`config.mk`:
```
export PLATFORM = sky130hd
export DESIGN_NAME = smul_seq
export DESIGN_NICKNAME = d
export VERILOG_FILES = /design/src/rtl/smul_pkg.sv /design/src/rtl/smul_ctrl.sv /design/src/rtl/smul_dp.sv /design/src/rtl/smul_fmt.sv /design/src/rtl/smul_seq.sv
export SDC_FILE = /design/constraint.sdc
export NUM_CORES = 1
export LEC_CHECK = 0
export CORE_MARGIN = 2
export CORE_UTILIZATION = 32
export DETAILED_ROUTE_END_ITERATION = 12
export SLEW_MARGIN = 30
export SYNTH_ARGS = -nofsm -noshare
export SYNTH_HDL_FRONTEND = slang
export SYNTH_SLANG_ARGS = --single-unit
```
`constraint.sdc`:
```
create_clock -name clk -period 4.2 [get_ports clk]
set_input_delay 0.42 -clock clk [delete_from_list [all_inputs] [get_ports clk]]
set_output_delay 0.42 -clock clk [all_outputs]
set_load 0.02 [all_outputs]
```
`src/rtl/smul_pkg.sv`:
```
package smul_pkg;

    localparam int unsigned SMUL_DEF_W = 16;

    typedef enum logic [0:0] {
        ST_IDLE = 1'b0,
        ST_RUN  = 1'b1
    } smul_state_e;

    // control handed from the sequencer to the datapath
    typedef struct packed {
        logic load;   // capture operands, clear accumulator
        logic step;   // perform one add/shift iteration
        logic last;   // current iteration handles the multiplier sign bit
    } smul_ctl_t;

endpackage

```
`src/rtl/smul_ctrl.sv`:
```
module smul_ctrl
    import smul_pkg::*;
#(
    parameter int unsigned W = SMUL_DEF_W
) (
    input  logic      clk,
    input  logic      rst,
    input  logic      start,
    output smul_ctl_t ctl,
    output logic      busy,
    output logic      done
);

    localparam int unsigned CNT_W = (W > 1) ? $clog2(W) : 1;
    localparam logic [CNT_W-1:0] LAST_IDX = CNT_W'(W - 1);

    smul_state_e      state_q;
    logic [CNT_W-1:0] iter_q;
    logic             done_q;
    logic             accept;

    assign accept = (state_q == ST_IDLE) && start;

    always_comb begin
        ctl.load = accept;
        ctl.step = (state_q == ST_RUN);
        ctl.last = (state_q == ST_RUN) && (iter_q == LAST_IDX);
    end

    always_ff @(posedge clk) begin
        if (rst) begin
            state_q <= ST_IDLE;
            iter_q  <= '0;
            done_q  <= 1'b0;
        end else begin
            done_q <= 1'b0;
            case (state_q)
                ST_IDLE: begin
                    if (accept) begin
                        state_q <= ST_RUN;
                        iter_q  <= '0;
                    end
                end
                ST_RUN: begin
                    if (iter_q == LAST_IDX) begin
                        state_q <= ST_IDLE;
                        done_q  <= 1'b1;
                    end else begin
                        iter_q <= iter_q + 1'b1;
                    end
                end
                default: state_q <= ST_IDLE;
            endcase
        end
    end

    assign busy = (state_q == ST_RUN);
    assign done = done_q;

endmodule

```
`src/rtl/smul_dp.sv`:
```
module smul_dp
    import smul_pkg::*;
#(
    parameter int unsigned W = SMUL_DEF_W
) (
    input  logic           clk,
    input  logic           rst,
    input  smul_ctl_t      ctl,
    input  logic [W-1:0]   mcand_in,
    input  logic [W-1:0]   mplier_in,
    output logic [2*W-1:0] full_out
);

    localparam int unsigned AW = W + 1;   // guard bit keeps the sign through add/sub

    logic [AW-1:0] acc_q;
    logic [W-1:0]  lo_q;
    logic [W-1:0]  mq_q;
    logic [W-1:0]  md_q;

    logic [AW-1:0] addend;
    logic [AW-1:0] sum;

    always_comb begin
        addend = {md_q[W-1], md_q};
        if (!mq_q[0])
            sum = acc_q;
        else if (ctl.last)
            sum = acc_q - addend;
        else
            sum = acc_q + addend;
    end

    always_ff @(posedge clk) begin
        if (rst) begin
            acc_q <= '0;
            lo_q  <= '0;
            mq_q  <= '0;
            md_q  <= '0;
        end else if (ctl.load) begin
            acc_q <= '0;
            lo_q  <= '0;
            mq_q  <= mplier_in;
            md_q  <= mcand_in;
        end else if (ctl.step) begin
            acc_q <= {sum[AW-1], sum[AW-1:1]};
            lo_q  <= {sum[0], lo_q[W-1:1]};
            mq_q  <= {1'b0, mq_q[W-1:1]};
        end
    end

    assign full_out = {acc_q[W-1:0], lo_q};

endmodule

```
`src/rtl/smul_fmt.sv`:
```
module smul_fmt
    import smul_pkg::*;
#(
    parameter int unsigned W = SMUL_DEF_W
) (
    input  logic [2*W-1:0] full_in,
    output logic [2*W-1:0] product,
    output logic [W-1:0]   frac_out
);

    // fractional view: drop the duplicated sign bit, keep the upper word
    generate
        if (W > 1) begin : g_frac
            assign frac_out = full_in[2*W-2:W-1];
        end else begin : g_frac_min
            assign frac_out = full_in[W-1:0];
        end
    endgenerate

    assign product = full_in;

endmodule

```
`src/rtl/smul_seq.sv`:
```
module smul_seq
    import smul_pkg::*;
#(
    parameter int unsigned W = SMUL_DEF_W
) (
    input  logic           clk,
    input  logic           rst,
    input  logic           start,
    input  logic [W-1:0]   mcand_in,
    input  logic [W-1:0]   mplier_in,
    output logic           busy,
    output logic           done,
    output logic [2*W-1:0] product,
    output logic [W-1:0]   q15_out
);

    smul_ctl_t      ctl;
    logic [2*W-1:0] full;

    smul_ctrl #(.W(W)) ctrl_i (
        .clk   (clk),
        .rst   (rst),
        .start (start),
        .ctl   (ctl),
        .busy  (busy),
        .done  (done)
    );

    smul_dp #(.W(W)) dp_i (
        .clk       (clk),
        .rst       (rst),
        .ctl       (ctl),
        .mcand_in  (mcand_in),
        .mplier_in (mplier_in),
        .full_out  (full)
    );

    smul_fmt #(.W(W)) fmt_i (
        .full_in  (full),
        .product  (product),
        .frac_out (q15_out)
    );

endmodule

```
## After elaboration in Yosys (flattened, before gate mapping)

Cells that the tools add are included.
W data, S select, Z words.

| storage, ports and cells | value |
|---|---|
| bits of input ports | 35 |
| output and inout port bits | 50 |
| flip-flop bits (word level) | 70 |
| word-level logic and storage cells | 31 |

| cells by class | value |
|---|---|
| muxes and demuxes | 11 |
| bitwise gates (word level) | 1 |
| add/subtract/negate cells | 3 |
| equality and inequality tests | 3 |
| reductions and logical operators | 6 |

Operators with widths:

| kind | count |
|---|---|
| $mux W17 | 2 |
| $mux W16 | 2 |
| $add A16 B16 Y17 | 1 |
| $sub A16 B16 Y17 | 1 |
| $mux W4 | 2 |
| $pmux W4 S2 | 1 |
| $add A4 B1 Y4 const B | 1 |
| $eq A4 B4 Y1 const B | 1 |
| $reduce_or A2 Y1 | 2 |
| $mux W1 | 3 |
| $logic_and A1 B1 Y1 | 2 |
| $ne A2 B1 Y1 const B | 1 |
| $ne A2 B2 Y1 const B | 1 |
| $pmux W1 S2 | 1 |
| $reduce_and A2 Y1 | 1 |
| $reduce_bool A2 Y1 | 1 |
| $not A1 Y1 | 1 |

## Longest topological paths before layout

Gate-level depths: netlist of run 1.

| logic depth | value |
|---|---|
| word-level depth | 4 |
| gate-level depth with buffers | 14 |
| gate-level depth less buffers | 14 |

## Modules after synthesis

Synthesis of run 1 repeated with hierarchy kept, for this count alone.

| unflattened totals | value |
|---|---|
| cells, all modules | 534 |
| area, all modules | 4360.4 sq um |

Modules (own cells, without submodules):

| module | cells each | seq. area each (sq um) | area an instance (sq um) | times used |
|---|---|---|---|---|
| smul_dp | 454 | 1281.2 | 3712.3 | 1 |
| smul_fmt | 48 | 0.0 | 360.3 | 1 |
| smul_ctrl | 32 | 120.1 | 287.8 | 1 |

## Least setup slack after synthesis of run 1

Ideal clock, no wire load.

| timing | value |
|---|---|
| kind | reg2reg |
| from | reg ctrl_i.state_q, in the netlist ctrl_i.busy |
| to | reg dp_i.acc_q[14] |
| buffers on the path | 1 |
| clock period less this slack | 3.156 ns |
| arrival | 3.024 ns |
| library setup time | 0.132 ns |
| cell stages (with the launch flop) | 14 |
| slack | 1.044 ns |
| data required time | 4.068 ns |
| path through | dfxtp_1 clkbuf_1 clkinv_1 nor2_1 nor2_1 xnor2_1 ha_1 o211ai_2 a21oi_2 o41ai_4 nor3_1 or4_1 nand4_1 a21oi_1 |

| between the ends | value |
|---|---|
| longest elaborated chain between the ends | 3 |
| elaborated cells on any way between the ends | 6 |
| classes of those cells | mux (2); bitwise (1); reduce/logical (3) |

Ends and longest elaborated chain:

| item | RTL line | RTL |
|---|---|---|
| from (decl) | smul_ctrl.sv:17 | `smul_state_e state_q;` |
| from (signal assigned) | smul_ctrl.sv:32 | `state_q <= ST_IDLE;` |
| from (signal assigned) | smul_ctrl.sv:40 | `state_q <= ST_RUN;` |
| from (signal assigned) | smul_ctrl.sv:46 | `state_q <= ST_IDLE;` |
| $logic_and A1 B1 Y1 / $not A1 Y1 (equally long branches) | smul_ctrl.sv:27, smul_ctrl.sv:22 |  |
| $mux W17 / $logic_and A1 B1 Y1 (equally long branches) | smul_dp.sv:28, smul_ctrl.sv:22 |  |
| $mux W17 / $reduce_or A2 Y1 (equally long branches) | n/a |  |
| to (signal assigned) | smul_dp.sv:46 | `acc_q <= {sum[AW-1], sum[AW-1:1]};` |
| to (decl) | smul_dp.sv:16 | `logic [AW-1:0] acc_q;` |

Parallel ways exist; a longest one is shown, timed or not.
A chain may end at the register's enable or synchronous reset.

## Final worst setup path of run 1

| timing | value |
|---|---|
| from | reg ctrl_i.iter_q[0] |
| to | reg dp_i.acc_q[14] |

| between the ends | value |
|---|---|
| longest elaborated chain between the ends | 4 |

Ends and longest elaborated chain:

| item | RTL line | RTL |
|---|---|---|
| from (decl) | smul_ctrl.sv:18 | `logic [CNT_W-1:0] iter_q;` |
| from (signal assigned) | smul_ctrl.sv:49 | `iter_q <= iter_q + 1'b1;` |
| $eq A4 B4 Y1 | smul_ctrl.sv:27 | `ctl.last = (state_q == ST_RUN) && (iter_q == LAST_IDX);` |
| $logic_and A1 B1 Y1 | smul_ctrl.sv:27 |  |
| $mux W17 | smul_dp.sv:28 | `else if (ctl.last)` |
| $mux W17 | smul_dp.sv:26 | `if (!mq_q[0])` |

Every way passes these cells.

==> reports/qor.json, run 1 <==
{
  "run_status": "complete, no violations",
  "postCtsSetupBuffers": 0,
  "yosys_register_bits": 70,
  "unrepaired_setup_endpoints_after_global_routing": "false",
  "timing_worst_setup_path_type": "register to register",
  "ioPinCount": 85,
  "critical_path.reg2reg.endpoint": "dp_i.acc_q[14]",
  "critPathLaunch": "ctrl_i.iter_q[0]",
  "num_vias": 3538,
  "regToRegSetupSlack_ns": 0.73,
  "reg_clk_slew_reported_paths_ns": 0.06,
  "worstPathMaxFanout": 9,
  "drt_iter0_markers": 125,
  "synth_area_leader_cell": "sky130_fd_sc_hd__dfxtp_1",
  "place.gp.congestion": 0.916,
  "totalWireLength_um": 10100,
  "first_global_vias": 3473,
  "synth_largest_type_area_fraction_pct": 35.4,
  "final_setup_vio_count": 0,
  "worst_ep_required_ns": 4.37,
  "hold_violations": 0,
  "postSynthNetCount": 535,
  "tritoncts": "yes",
  "hold-worst-slack_ns": 0.477,
  "holdCritStartpoint": "dp_i.md_q[1]",
  "asyncSetResetFlopFracSynth_pct": 0,
  "slew_headroom_pct": 38.2,
  "drc": 0,
  "place_hpwl_um": 7210,
  "worstHoldPathType": "register to register",
  "power.ir.vdd_worst_mv": 0.198,
  "routed_via_density": 4.96,
  "setup.worst_path.start_class": "register",
  "max_cap_viol_count": 0,
  "final_net_count": 595,
  "cp_slowest_cell": "sky130_fd_sc_hd__nor2_1",
  "num-fill-cells": 1213,
  "core_area_um2": 12100,
  "fp.dieH_um": 115,
  "floorplan.initialDensity_pct": 32.8,
  "antenna_violating_nets_post_route": 0,
  "netlist-cell-type-count": 51,
  "cts_sinks": 70,
  "first_pass_iters": 4,
  "sum_of_negative_setup_slack_ns": 0,
  "final_cells": 714,
  "power_density_nw_per_um2": 387,
  "worst_ep_arrival_time_ns": 3.65,
  "fin_worst_skew_ns": 0.00533,
  "period_minus_slack_ns": 3.47,
  "cts.htree.levels": 3,
  "wl_per_cell_um": 14.1,
  "cts_repair_resize_count": 0,
  "grt_antenna_before_repair": 0,
  "port_buffers": 84,
  "die_width_um": 115,
  "globalRoute.totalOverflow": 0,
  "critical_path.cell_chain": "ha_1 > nand3_1 > nor2_1 > nor2_1 > xnor2_1 > ha_1 > o211ai_2 > a21oi_2 > o41ai_4 > nor3_1 > or4_1 > nand4_1 > a21oi_1",
  "layout-area-overhead-vs-synth_pct": 30.4,
  "postSynthAreaPerCell_um2": 8.23,
  "slew_violations": 0,
  "cts_made_buffers": 9,
  "postSynthCellCount": 481,
  "synthTopCellsByArea": "sky130_fd_sc_hd__dfxtp_1, sky130_fd_sc_hd__mux2i_1, sky130_fd_sc_hd__a21oi_1, sky130_fd_sc_hd__nor2_1, sky130_fd_sc_hd__ha_1",
  "globalRouteTotalUtil_pct": 15.6,
  "antenna-diode-count": 0,
  "worstMarginPinSlew_ns": 0.928,
  "worst_slack_ns": 0.728,
  "reg2reg_depth": 13,
  "fraction_of_layout_instances_using_a_drive_strength_above_1_pct": 5.49,
  "synthFlopType": "sky130_fd_sc_hd__dfxtp_1",
  "fin_crit_sh_pct": 82.7,
  "holdBufCountCts": 0,
  "crit-reg2reg-launch": "ctrl_i.iter_q[0]",
  "edff_count_synth": 0,
  "worst_setup_end_kind": "register",
  "dpl_worst_slack_ns": 0.778,
  "placed_cells": 698,
  "design.die.area_um2": 13300,
  "p_leak_nw": 2.06,
  "max_freq_ghz": 0.288,
  "placementRows": 40,
  "ctsRootBufferMaster": "sky130_fd_sc_hd__clkbuf_16",
  "timing.critical_path.slowest_cell_delay_ns": 0.53,
  "synth-warning-count": 0,
  "wire_length_of_the_first_global_routing_pass_um": 16400,
  "cts-root-to-sink-buffers": 2,
  "min_path_cells": 2,
  "worst_skew_pair.late_latency_ns": 0.33,
  "share_of_synthesized_area_occupied_by_flip_flops_and_latches_pct": 35.4,
  "pin_count_of_the_biggest_net_entering_global_routing": 56,
  "syn_area_um2": 3960,
  "min_to": "dp_i.md_q[1]"
}
==> cells in the final DEF (no fill, tap or decap), types with 13 or more instances in the layout <==
cell type / synthesis / routed
sky130_fd_sc_hd__nor2_1: 80 / 80
sky130_fd_sc_hd__dfxtp_1: 70 / 69
sky130_fd_sc_hd__mux2i_1: 42 / 42
sky130_fd_sc_hd__xnor2_1: 14 / 14
sky130_fd_sc_hd__clkdlybuf4s50_1: 0 / 84
sky130_fd_sc_hd__a21oi_1: 64 / 64
sky130_fd_sc_hd__o21ai_0: 13 / 13
sky130_fd_sc_hd__ha_1: 18 / 18
sky130_fd_sc_hd__xor2_1: 13 / 13
sky130_fd_sc_hd__nand2_1: 43 / 43
==> stage by stage <==
stage / util [%] / area, µm² / total power [mW]
after floorplan: - / 3960 / 1.06
after global placement: 40.1 / 4840 / 1.17
after detailed placement: 40.1 / 4840 / 1.18
after CTS: 42.8 / 5160 / 2.02
after global routing: 42.8 / 5160 / 2.10
final: 42.8 / 5160 / 2.00
==> routing by layer <==
metal	up-vias	wire (µm)	GRT usage, %	share of wire (%)
li1	1769	-	-	-
met1	1687	4780	20.1	47
met2	66	4750	25.0	47
met3	16	306	3.64	3.0
met4	0	226	7.15	2.2
met5	-	0	0	0
==> cells by family (layout without fill, tap and decap cells) <==
kind of cell	after synthesis	count (layout)	share of synthesized area, %
AOI/OAI and AO/OA	116	116	18.1
xor gates and xnor gates	27	27	5.97
muxes	42	42	10.6
DFF	70	70	35.4
and+or+nand+nor	158	158	17.4
buffers and inverters	49	114	6.29
adders and majority gates	19	19	6.19
==> flip-flops by register name (all words and copies together) (netlist names) <==
name and flops:
ctrl_i.done 1, dp_i.lo_q 16, ctrl_i.iter_q 4, ctrl_i.busy 1, dp_i.acc_q 16, dp_i.md_q 16
dp_i.mq_q 16
==> critical path: cells and delay by family (launching register included) <==
family | cells | cell delay, ns
AOI/OAI and AO/OA | 4 | 0.70
xor gates and xnor gates | 1 | 0.16
and+or+nand+nor | 6 | 1.46
DFF | 1 | 0.38
adders and majority gates | 2 | 0.58
==> power breakdown <==
group | switching, mW | leakage [nW] | total (mW) | internal, mW
clock | 0.291 | 0.160 | 0.828 | 0.537
combinational | 0.242 | 1.33 | 0.448 | 0.206
sequential | 0.0326 | 0.571 | 0.724 | 0.691
==> worst max-delay path by stage <==
stage,end,slack (ns),cells after the start
6_report,dp_i.acc_q[14],0.73,13
4_1_cts,dp_i.acc_q[14],0.76,13
5_1_grt,dp_i.acc_q[14],0.40,13
2_1_floorplan,dp_i.acc_q[14],1.04,13
3_5_place_dp,dp_i.acc_q[14],0.78,13
3_3_place_gp,dp_i.acc_q[14],0.90,13
==> cell usage after synthesis (2+ instances only) <==
cell                       count
sky130_fd_sc_hd__ha_1         18
sky130_fd_sc_hd__mux2i_1      42
sky130_fd_sc_hd__dfxtp_1      70
sky130_fd_sc_hd__nand2b_1      8
sky130_fd_sc_hd__and3_1        2
sky130_fd_sc_hd__nand3_1       4
sky130_fd_sc_hd__nor2_1       80
sky130_fd_sc_hd__inv_1         7
sky130_fd_sc_hd__a21oi_1      64
sky130_fd_sc_hd__buf_4        16
sky130_fd_sc_hd__buf_2         4
sky130_fd_sc_hd__o31ai_1       2
sky130_fd_sc_hd__nand2_1      43
sky130_fd_sc_hd__buf_1         6
sky130_fd_sc_hd__o21ai_1       4
sky130_fd_sc_hd__xnor2_1      14
sky130_fd_sc_hd__nand4_1       2
sky130_fd_sc_hd__a31o_1        2
sky130_fd_sc_hd__a211oi_1      6
sky130_fd_sc_hd__nor2b_1       2
sky130_fd_sc_hd__clkbuf_1     15
sky130_fd_sc_hd__o21ai_0      13
sky130_fd_sc_hd__nor3_1        7
sky130_fd_sc_hd__o221ai_1      2
sky130_fd_sc_hd__xor2_1       13
sky130_fd_sc_hd__a21o_1        8
sky130_fd_sc_hd__o211ai_1      2
sky130_fd_sc_hd__a311oi_1      2
==> area by class of cell <==
cell class | count | area, µm² | share of cell area, %
clock buffer | 11 | 243 | 4.70
clock inverter | 5 | 82.6 | 1.60
inverter | 8 | 30.0 | 0.582
multi-input combinational | 362 | 2310 | 44.7
sequential | 70 | 1400 | 27.2
tap | 168 | 210 | 4.07
timing repair buffer | 90 | 886 | 17.2
(Power assumes the default switching activity.)
==> run 2, diff against run 1 <==
==> constraint.sdc (replaced) <==
create_clock -name clk -period 3 [get_ports clk]
set_input_delay 0.3 -clock clk [delete_from_list [all_inputs] [get_ports clk]]
set_output_delay 0.3 -clock clk [all_outputs]
set_load 0.02 [all_outputs]
==> run 2 against run 1 <==
Clock skew up 0.0026 ns; hold slack got worse by 0.012 ns; routed wire length up 3.7%; combinational power up 55%; via count increased by 0.73%; highest routed layer unchanged.
==> reports/qor.json, run 2 (synthesized netlist as in run 1, its figures left out) <==
{
  "max_freq": {"value": 0.347, "unit": "GHz", "change": "+21%"},
  "worstPathMaxFanout": {"value": 6, "change": "-3"},
  "worst_ep_arrival_time": {"value": 3.10, "unit": "ns", "change": "-0.55 ns"},
  "drt_iter0_markers": {"value": 185, "change": "+48%"},
  "hold_violations": {"value": 0, "change": "unchanged"},
  "drc": {"value": 0, "change": "unchanged"},
  "period_minus_slack": {"value": 2.88, "unit": "ns", "change": "-0.594 ns"},
  "routed_via_density": {"value": 4.89, "change": "-1.3%"},
  "placementRows": {"value": 40, "change": "unchanged"},
  "worst_skew_pair.late_latency": {"value": 0.34, "unit": "ns", "change": "about the same"},
  "cts.htree.levels": {"value": 3, "change": "unchanged"},
  "first_pass_iters": {"value": 4, "change": "unchanged"},
  "worstMarginPinSlew": {"value": 0.852, "unit": "ns", "change": "-0.0759 ns"},
  "ioPinCount": {"value": 85, "change": "unchanged"},
  "fin_crit_sh": {"value": 95.9, "unit": "%", "change": "+13 points"},
  "wl_met3": {"value": 327, "unit": "µm", "change": "+6.9%"},
  "antenna_violating_nets_post_route": {"value": 0, "change": "unchanged"},
  "first_global_vias": {"value": 3343, "change": "-3.7%"},
  "wire_length_of_the_first_global_routing_pass": {"value": 16300, "unit": "µm", "change": "-0.50%"},
  "port_buffers": {"value": 84, "change": "unchanged"},
  "reg_clk_slew_reported_paths": {"value": 0.05, "unit": "ns", "change": "about the same"},
  "detailroute.wirelength.met2": {"value": 5070, "unit": "µm", "change": "+6.8%"},
  "slew_headroom": {"value": 43.1, "unit": "%", "change": "+5.0 points"},
  "fraction_of_layout_instances_using_a_drive_strength_above_1": {"value": 13.0, "unit": "%", "change": "+7.5 points"},
  "num-fill-cells": {"value": 1164, "change": "-4.0%"},
  "placed_cells": {"value": 706, "change": "+1.1%"},
  "timing_worst_setup_path_type": "register to register",
  "hold-worst-slack": {"value": 0.465, "unit": "ns", "change": "-0.0123 ns"},
  "place_hpwl": {"value": 7360, "unit": "µm", "change": "+2.1%"},
  "place.gp.congestion": {"value": 0.899, "change": "-1.9%"},
  "tritoncts": "yes",
  "dpl_worst_slack": {"value": -0.00247, "unit": "ns", "change": "-0.780 ns"},
  "core_area": {"value": 12100, "unit": "µm²", "change": "unchanged"},
  "slew_violations": {"value": 0, "change": "unchanged"},
  "finish.utilization": {"value": 44.8, "unit": "%", "change": "+2.0 points"},
  "run_status": "complete, no violations",
  "final_setup_vio_count": {"value": 0, "change": "unchanged"},
  "worst_setup_end_kind": "register",
  "design.die.area": {"value": 13300, "unit": "µm²", "change": "unchanged"},
  "highest_layer": "met4",
  "globalRoute.totalOverflow": {"value": 0, "change": "unchanged"},
  "fp.dieH": {"value": 115, "unit": "µm", "change": "unchanged"},
  "worst_slack": {"value": 0.122, "unit": "ns", "change": "-0.606 ns"},
  "placed_area": {"value": 4910, "unit": "µm²", "change": "+1.4%"},
  "grt_antenna_before_repair": {"value": 0, "change": "unchanged"},
  "globalRouteTotalUtil": {"value": 15.7, "unit": "%", "change": "+0.11 points"},
  "cts-root-to-sink-buffers": {"value": 2, "change": "unchanged"},
  "wl_per_cell": {"value": 14.3, "unit": "µm", "change": "+1.5%"},
  "cts_sinks": {"value": 70, "change": "unchanged"},
  "m1WireLength": {"value": 4760, "unit": "µm", "change": "-0.38%"},
  "cts_made_buffers": {"value": 9, "change": "unchanged"},
  "worstHoldPathType": "register to register",
  "num_vias": {"value": 3564, "change": "+0.73%"},
  "totalWireLength": {"value": 10400, "unit": "µm", "change": "+3.7%"},
  "fin_worst_skew": {"value": 0.00798, "unit": "ns", "change": "+0.00265 ns"},
  "die_width": {"value": 115, "unit": "µm", "change": "unchanged"},
  "ctsRootBufferMaster": "sky130_fd_sc_hd__clkbuf_16",
  "mostFrequentLayoutCell": "sky130_fd_sc_hd__clkdlybuf4s50_1",
  "pin_count_of_the_biggest_net_entering_global_routing": {"value": 51, "change": "-8.9%"},
  "floorplan.initialDensity": {"value": 32.8, "unit": "%", "change": "unchanged"},
  "max_cap_viol_count": {"value": 0, "change": "unchanged"},
  "p_leak": {"value": 2.15, "unit": "nW", "change": "+4.4%"},
  "final_net_count": {"value": 612, "change": "+2.9%"},
  "antenna-diode-count": {"value": 0, "change": "unchanged"},
  "setup.worst_path.start_class": "register",
  "layout-area-overhead-vs-synth_pct": 36.4,
  "fin_total_pwr": {"value": 2.85, "unit": "mW", "change": "+43%"},
  "worst_ep_required": {"value": 3.23, "unit": "ns", "change": "-1.14 ns"},
  "power_density": {"value": 528, "unit": "nW/µm²", "change": "+36%"},
  "final_cells": {"value": 729, "change": "+2.1%"},
  "final_cell_mix": "sky130_fd_sc_hd__clkdlybuf4s50_1, sky130_fd_sc_hd__nor2_1, sky130_fd_sc_hd__dfxtp_1, sky130_fd_sc_hd__a21oi_1",
  "sum_of_negative_setup_slack": {"value": 0, "unit": "ns", "change": "unchanged"},
  "cell_area_after_layout": {"value": 5400, "unit": "µm²", "change": "+4.6%"},
  "power.ir.vdd_worst": {"value": 0.274, "unit": "mV", "change": "+38%"}
}
## run 2: changes by cell type in the layout (fill, tap and decap cells not counted), sizes merged
cell | before | now
buf | 6 | 23
clkinv | 4 | 2
clkbuf | 11 | 10
clkinvlp | 0 | 1
## run 2: final cells by class
| type | count | area [µm²] | area share, % |
|---|---|---|---|
| clock buffer | 10 | 239 | 4.43 |
| clock inverter | 4 | 72.6 | 1.34 |
| inverter | 8 | 31.3 | 0.579 |
| multi-input combinational | 362 | 2410 | 44.7 |
| sequential | 70 | 1410 | 26.2 |
| tap | 168 | 210 | 3.89 |
| timing repair buffer | 107 | 1020 | 18.8 |
## run 2: per-layer routing
| layer | vias to the layer above | track usage, % |
|---|---|---|
| li1 | 1805 | - |
| met1 | 1656 | 19.7 |
| met2 | 83 | 26.2 |
| met3 | 20 | 2.21 |
| met4 | 0 | 8.35 |
| met5 | - | 0 |
## run 2: power by group
part           internal (mW)  total, mW  switching [mW]  leakage (nW)
clock network          0.739       1.14           0.400         0.150
logic                  0.334      0.694           0.360          1.43
registers              0.969       1.02          0.0497         0.574
total                   2.04       2.85           0.810          2.15
## run 2: repair_timing
action / CTS / global route
setup endpoints to repair: 1 / 9
pin swaps: 1 / 17
hold buffers: 0 / 0
setup buffers: 1 / 8
resized for setup: 1 / 31
## run 2: final timing paths
path | depth (start not counted) | start | end | slack [ns]
setup reg to reg | 13 | dp_i.md_q[4] | dp_i.acc_q[15] | 0.12
hold / removal | 2 | dp_i.md_q[8] | dp_i.md_q[8] | 0.47
hold reg to reg | 2 | dp_i.md_q[8] | dp_i.md_q[8] | 0.47
setup / recovery | 13 | dp_i.md_q[4] | dp_i.acc_q[15] | 0.12
## run 2: critical path, stage by stage, from the launching register on
cell,delay [ns]
sky130_fd_sc_hd__dfxtp_2,0.34
sky130_fd_sc_hd__nor3_2,0.22
sky130_fd_sc_hd__and3b_2,0.27
sky130_fd_sc_hd__nand2b_4,0.09
sky130_fd_sc_hd__o41ai_4,0.23
sky130_fd_sc_hd__xor2_1,0.25
sky130_fd_sc_hd__ha_2,0.36
sky130_fd_sc_hd__nand2_2,0.10
sky130_fd_sc_hd__nor2_1,0.06
sky130_fd_sc_hd__a21o_1,0.17
sky130_fd_sc_hd__a31o_1,0.19
sky130_fd_sc_hd__xor2_1,0.21
sky130_fd_sc_hd__a211oi_1,0.10
sky130_fd_sc_hd__a31o_1,0.21
